$ cat config.mk
export PLATFORM = sky130hd
export DESIGN_NAME = fan_thermal_ctrl
export DESIGN_NICKNAME = d
export VERILOG_FILES = /design/src/rtl/fan_ctrl_pkg.sv /design/src/rtl/fan_tick_gen.sv /design/src/rtl/fan_trip_fsm.sv /design/src/rtl/fan_level_lut.sv /design/src/rtl/fan_pwm_gen.sv /design/src/rtl/fan_thermal_ctrl.sv
export SDC_FILE = /design/constraint.sdc
export NUM_CORES = 1
export LEC_CHECK = 0
export ABC_CLOCK_PERIOD_IN_PS = 3200
export BUFFER_PORTS_ARGS = -buffer_cell sky130_fd_sc_hd__buf_2
export CORE_UTILIZATION = 52
export CTS_CLUSTER_SIZE = 25
export DETAILED_ROUTE_END_ITERATION = 8
export PLACE_DENSITY_LB_ADDON = 0.12
export RECOVER_POWER = 25
export SETUP_SLACK_MARGIN = 0.4
export SLEW_MARGIN = 30
export SYNTH_ARGS = -nofsm -noshare
export SYNTH_HDL_FRONTEND = slang
export SYNTH_SLANG_ARGS = --single-unit
$ cat constraint.sdc
create_clock -name clk_i -period 3.2 [get_ports clk_i]
set_clock_uncertainty 0.1 [all_clocks]
set_input_delay 0 -clock clk_i [delete_from_list [all_inputs] [get_ports clk_i]]
set_output_delay 0 -clock clk_i [all_outputs]
set_load 0.02 [all_outputs]
$ cat src/rtl/fan_ctrl_pkg.sv
package fan_ctrl_pkg;
  localparam int unsigned N_TRIP  = 3;
  localparam int unsigned STATE_W = 2;
  localparam int unsigned LEVEL_W = 8;
  localparam int unsigned PWM_STEPS = (1 << LEVEL_W) - 1;

  typedef logic [STATE_W-1:0] cool_state_t;
  typedef logic [LEVEL_W-1:0] duty_t;

  function automatic int unsigned cnt_w(input int unsigned v);
    return (v > 1) ? $clog2(v) : 1;
  endfunction
endpackage

$ cat src/rtl/fan_tick_gen.sv
module fan_tick_gen #(
  parameter int unsigned CLK_PER_MS = 50000,
  parameter int unsigned EVAL_MS    = 1000,
  parameter int unsigned STEP_DIV   = 1961
) (
  input  logic clk_i,
  input  logic rst_ni,
  output logic eval_tick_o,
  output logic pwm_step_o
);
  import fan_ctrl_pkg::*;

  localparam int unsigned CW = cnt_w(CLK_PER_MS);
  localparam int unsigned MW = cnt_w(EVAL_MS);
  localparam int unsigned SW = cnt_w(STEP_DIV);

  logic [CW-1:0] clk_cnt_q;
  logic [MW-1:0] ms_cnt_q;
  logic          ms_wrap;

  assign ms_wrap     = (clk_cnt_q == CW'(CLK_PER_MS - 1));
  assign eval_tick_o = ms_wrap && (ms_cnt_q == MW'(EVAL_MS - 1));

  always_ff @(posedge clk_i or negedge rst_ni) begin
    if (!rst_ni) begin
      clk_cnt_q <= '0;
      ms_cnt_q  <= '0;
    end else begin
      clk_cnt_q <= ms_wrap ? '0 : clk_cnt_q + 1'b1;
      if (ms_wrap) ms_cnt_q <= eval_tick_o ? '0 : ms_cnt_q + 1'b1;
    end
  end

  generate
    if (STEP_DIV <= 1) begin : g_step_every
      assign pwm_step_o = 1'b1;
    end else begin : g_step_div
      logic [SW-1:0] step_cnt_q;
      assign pwm_step_o = (step_cnt_q == SW'(STEP_DIV - 1));
      always_ff @(posedge clk_i or negedge rst_ni) begin
        if (!rst_ni) step_cnt_q <= '0;
        else         step_cnt_q <= pwm_step_o ? '0 : step_cnt_q + 1'b1;
      end
    end
  endgenerate
endmodule

$ cat src/rtl/fan_trip_fsm.sv
module fan_trip_fsm
  import fan_ctrl_pkg::*;
#(
  parameter int unsigned TEMP_W = 32,
  parameter logic [N_TRIP-1:0][TEMP_W-1:0] TRIPS = '0,
  parameter int unsigned HYST = 5000
) (
  input  logic              clk_i,
  input  logic              rst_ni,
  input  logic [TEMP_W-1:0] temp_i,
  input  logic              valid_i,
  input  logic              eval_tick_i,
  output cool_state_t       state_o,
  output logic              armed_o,
  output logic              pending_o
);
  localparam int unsigned EXT_W = TEMP_W + 2;

  logic [TEMP_W-1:0]       sample_q;
  logic                    pending_q, armed_q;
  cool_state_t             state_q, state_d;
  logic signed [EXT_W-1:0] smp_ext;
  logic [N_TRIP-1:0]       hit_up, hit_dn;

  assign smp_ext = EXT_W'($signed(sample_q));

  generate
    for (genvar i = 0; i < N_TRIP; i++) begin : g_cmp
      localparam logic signed [EXT_W-1:0] UP = EXT_W'($signed(TRIPS[i]));
      localparam logic signed [EXT_W-1:0] DN = UP - EXT_W'(HYST);
      assign hit_up[i] = (smp_ext >= UP);
      // release threshold only matters for levels already engaged
      assign hit_dn[i] = (smp_ext >= DN) && (STATE_W'(i) < state_q);
    end
  endgenerate

  always_comb begin
    cool_state_t up_n, dn_n;
    up_n = '0;
    dn_n = '0;
    for (int i = 0; i < N_TRIP; i++) begin
      up_n = up_n + STATE_W'(hit_up[i]);
      dn_n = dn_n + STATE_W'(hit_dn[i]);
    end
    state_d = (up_n > dn_n) ? up_n : dn_n;
  end

  always_ff @(posedge clk_i or negedge rst_ni) begin
    if (!rst_ni) begin
      sample_q  <= '0;
      pending_q <= 1'b0;
      armed_q   <= 1'b0;
      state_q   <= '0;
    end else begin
      if (eval_tick_i && pending_q) begin
        state_q <= state_d;
        armed_q <= 1'b1;
      end
      if (valid_i) begin
        sample_q  <= temp_i;
        pending_q <= 1'b1;
      end else if (eval_tick_i) begin
        pending_q <= 1'b0;
      end
    end
  end

  assign state_o   = state_q;
  assign armed_o   = armed_q;
  assign pending_o = pending_q;
endmodule

$ cat src/rtl/fan_level_lut.sv
module fan_level_lut
  import fan_ctrl_pkg::*;
#(
  parameter logic [N_TRIP:0][LEVEL_W-1:0] LEVELS = '0
) (
  input  cool_state_t state_i,
  output duty_t       level_o
);
  assign level_o = LEVELS[state_i];
endmodule

$ cat src/rtl/fan_pwm_gen.sv
module fan_pwm_gen
  import fan_ctrl_pkg::*;
(
  input  logic  clk_i,
  input  logic  rst_ni,
  input  logic  step_i,
  input  logic  enable_i,
  input  duty_t level_i,
  output logic  pwm_o
);
  duty_t cnt_q;
  logic  pwm_q;

  always_ff @(posedge clk_i or negedge rst_ni) begin
    if (!rst_ni) begin
      cnt_q <= '0;
      pwm_q <= 1'b0;
    end else begin
      if (step_i) cnt_q <= (cnt_q == duty_t'(PWM_STEPS - 1)) ? '0 : cnt_q + 1'b1;
      pwm_q <= enable_i && (cnt_q < level_i);
    end
  end

  assign pwm_o = pwm_q;
endmodule

$ cat src/rtl/fan_thermal_ctrl.sv
module fan_thermal_ctrl
  import fan_ctrl_pkg::*;
#(
  parameter int unsigned CLK_PER_MS = 50000,
  parameter int unsigned EVAL_MS    = 1000,
  parameter int unsigned PWM_MS     = 10,
  parameter int unsigned TEMP_W     = 32,
  parameter int          TRIP_LO    = 39000,
  parameter int          TRIP_MID   = 50000,
  parameter int          TRIP_HI    = 60000,
  parameter int unsigned HYST       = 5000,
  parameter int unsigned LVL_1      = 66,
  parameter int unsigned LVL_2      = 196,
  parameter int unsigned LVL_3      = 255
) (
  input  logic              clk_i,
  input  logic              rst_ni,
  input  logic [TEMP_W-1:0] temp_i,
  input  logic              temp_valid_i,
  output logic [1:0]        state_o,
  output logic [7:0]        level_o,
  output logic              pwm_o
);
  localparam int unsigned STEP_RAW = (CLK_PER_MS * PWM_MS) / PWM_STEPS;
  localparam int unsigned STEP_DIV = (STEP_RAW < 1) ? 1 : STEP_RAW;
  localparam logic [N_TRIP-1:0][TEMP_W-1:0] TRIPS =
    {TEMP_W'(TRIP_HI), TEMP_W'(TRIP_MID), TEMP_W'(TRIP_LO)};
  localparam logic [N_TRIP:0][LEVEL_W-1:0] LEVELS =
    {LEVEL_W'(LVL_3), LEVEL_W'(LVL_2), LEVEL_W'(LVL_1), LEVEL_W'(0)};

  logic        eval_tick, pwm_step, armed, pending;
  cool_state_t state;
  duty_t       level;

  fan_tick_gen #(
    .CLK_PER_MS(CLK_PER_MS), .EVAL_MS(EVAL_MS), .STEP_DIV(STEP_DIV)
  ) u_tick (
    .clk_i(clk_i), .rst_ni(rst_ni),
    .eval_tick_o(eval_tick), .pwm_step_o(pwm_step)
  );

  fan_trip_fsm #(
    .TEMP_W(TEMP_W), .TRIPS(TRIPS), .HYST(HYST)
  ) u_fsm (
    .clk_i(clk_i), .rst_ni(rst_ni), .temp_i(temp_i), .valid_i(temp_valid_i),
    .eval_tick_i(eval_tick), .state_o(state), .armed_o(armed), .pending_o(pending)
  );

  fan_level_lut #(.LEVELS(LEVELS)) u_lut (.state_i(state), .level_o(level));

  fan_pwm_gen u_pwm (
    .clk_i(clk_i), .rst_ni(rst_ni), .step_i(pwm_step),
    .enable_i(armed), .level_i(level), .pwm_o(pwm_o)
  );

  assign state_o = state;
  assign level_o = level;
endmodule

==> flow_metrics.tcl <==
set metrics [dict create \
    outcome "complete, but fails checks" \
    violations "max-capacitance violations, max-slew violations" \
    cts_tree "yes" \
    grt_first_pass_wirelength_um 14200 \
    clkTransAtPathRegs_ns 0.08 \
    final_common_cell "dfrtp_1" \
    grt_max_degree 80 \
    port_buffers 42 \
    setup_tns_ns 0 \
    nNetsFinal 518 \
    cp.required_ns 3.37 \
    cts_buffers 9 \
    grt_setup_unrepaired "true" \
    place_area_mm2 0.00443 \
    grt_usage 0.217 \
    worst_pin_slew_ns 1.92 \
    syn_area_mm2 0.00414 \
    drtIter0Drc 111 \
    htree_levels 3 \
    drv_slew 80 \
    synth-seq-cells 79 \
    layout-drive-gt1-share 0.236 \
    fin_util 0.653 \
    p_leak_nw 2.25 \
    cts_sinks 79 \
    drt_first_pass_iters 4 \
    setup_viol 0 \
    powerDensity_mw_per_mm2 407 \
    wl_um 8240 \
    endpoint_kind "flop" \
    die_h_um 91.3 \
    relSlewSlack -0.283 \
    ioPinCount 46 \
    cp.arrival_ns 3.20 \
    final_cell_mix "dfrtp_1 (79), buf_2 (41), dlygate4sd3_1 (30)" \
    period_share 0.947 \
    syn_avg_cell_area_um2 10.7 \
    max_freq_ghz 0.330 \
    synth-seq-area-share 0.477 \
    synth_edf_count 0 \
    die-area_mm2 0.00833 \
    setup_slack_ns 0.171 \
    core_mm2 0.00773 \
    clk_latency_ns 0.35 \
    clk_path_buf_depth 2 \
    path_class "flop to flop" \
    viasPerCell 5.46 \
    antenna_found_initial 0 \
    syn2layout_area_growth_pct 21.7 \
    overflow 0 \
    wire_per_inst_um 14.4 \
    rows 32 \
    fin_cells 573 \
    hold_violations 0 \
    period_needed_ns 3.03 \
    synth_cell_types 55 \
    hold_ws_ns 0.0994 \
    place.gp.congestion 0.831 \
    synth_fp_nets 439 \
    hold_class "input port to flop" \
    start_util 0.536 \
    async_flop_share 1.00 \
    ant_nets 0 \
    cts_root_buffer "clkbuf_8" \
    fillCellCount 603 \
    max_cap_viol_count 1 \
    cp_max_fo 6 \
    grt_pass1_vias 3067 \
    dp.cells 522 \
    syn_inst 387 \
    drc_errors 0 \
    yosys_warnings 0 \
    dp_slack_ns 0.0370 \
    finish.instance_area_mm2 0.00504 \
    vdd_drop_max_uv 264 \
    startpoint_type "flop" \
    power_mw 2.05 \
    hpwl_um 5360 \
    vias 3126 \
    fp.dieW_um 91.3 \
    antenna_cells 0 \
    ys.flop_type "dfrtp_1" \
]
## final cells by class
type	count	area (um^2)	area share
inverters	21	78.8	0.0156
well taps	102	128	0.0253
clock buffers	12	155	0.0308
multi-input cells	272	2060	0.409
flip-flops and latches	79	1980	0.392
clock inverters	4	53.8	0.0107
repair buffers	83	589	0.117
## sequential cells by signal, indices dropped and copies added (netlist names)
register	cells
u_pwm.pwm_o	1
u_tick.clk_cnt_q	16
u_fsm.sample_q	29
u_fsm.state_o	2
u_fsm.armed_o	1
u_pwm.cnt_q	8
u_tick.g_step_div.step_cnt_q	11
u_fsm.pending_o	1
u_tick.ms_cnt_q	10
## critical path, stage by stage (launching register included)
cell and delay [ns]:
dfrtp_1 0.35, clkbuf_1 0.21, nor4bb_1 0.31, a31oi_1 0.12
a21oi_1 0.18, o211ai_1 0.13, fa_1 0.58, inv_1 0.05
ha_1 0.27, inv_1 0.05, o22ai_2 0.16, mux2_4 0.31
mux2i_1 0.14
## report_power, final
part / switching [mW] / internal (mW) / leakage (nW)
combinational: 0.0945 / 0.120 / 1.15
clock: 0.368 / 0.405 / 0.0988
sequential: 0.0334 / 1.03 / 1.01
total: 0.496 / 1.56 / 2.25
## per-layer routing
layer | GRT usage | wire length [um] | vias to the layer above
li1 | - | - | 1565
met1 | 0.291 | 4010 | 1496
met2 | 0.344 | 3810 | 48
met3 | 0.0335 | 213 | 17
met4 | 0.112 | 208 | 0
met5 | 0 | 0 | -
## logic make-up (layout without fill, tap and decap cells)
| family | after synthesis | count (layout) | share of synthesized area |
|---|---|---|---|
| AOI/OAI and AO/OA | 70 | 70 | 0.105 |
| xor gates and xnor gates | 20 | 20 | 0.0423 |
| adders and majority gates | 17 | 17 | 0.0550 |
| buffers and inverters | 36 | 120 | 0.0444 |
| DFF | 79 | 79 | 0.477 |
| muxes | 32 | 32 | 0.0854 |
| and+or+nand+nor | 133 | 133 | 0.191 |
## cells in the mapped netlist, types with 4 or more instances
cell      number  area (um^2)
mux2_2        27          304
a21oi_1       10         50.1
nor4_1         4         25.0
xor2_1        10         87.6
and3_1         9         56.3
o31ai_1        7         52.6
nand2_1       26         97.6
nand4_1       12         75.1
buf_4          6         45.0
dfrtp_1       79         1980
xnor2_1       10         87.6
o21a_1         4         30.0
and2_1         4         25.0
a31oi_1        6         37.5
mux2i_1        5         50.1
ha_1          15          188
nor2_1        21         78.8
or3_1          5         31.3
nand3_1       20          100
nor3_1         5         25.0
inv_1         21         78.8
o21ai_0       25          125
o211ai_1       5         37.5
## timing repair
action | CTS | global route
pin swaps | 7 | 7
setup buffers | 4 | 1
resized for setup | 10 | 6
endpoints found under the hold margin | 108 | 0
hold buffers | 30 | 0
setup endpoints to repair | 1 | 1
## final timing paths
path | from | to | slack (ns) | cells past startpoint
max | u_fsm.sample_q[9] | u_fsm.state_o[0] | 0.17 | 12
min | temp_valid_i | u_fsm.sample_q[31] | 0.1 | 3
max reg2reg | u_fsm.sample_q[9] | u_fsm.state_o[0] | 0.17 | 12
min reg2reg | u_tick.ms_cnt_q[8] | u_tick.ms_cnt_q[8] | 0.37 | 1
max in group asynchronous | rst_ni | u_tick.ms_cnt_q[8] | 1.23 | 2
min in group asynchronous | rst_ni | u_tick.clk_cnt_q[8] | 0.58 | 2
Power figures use the tool's default switching activity.
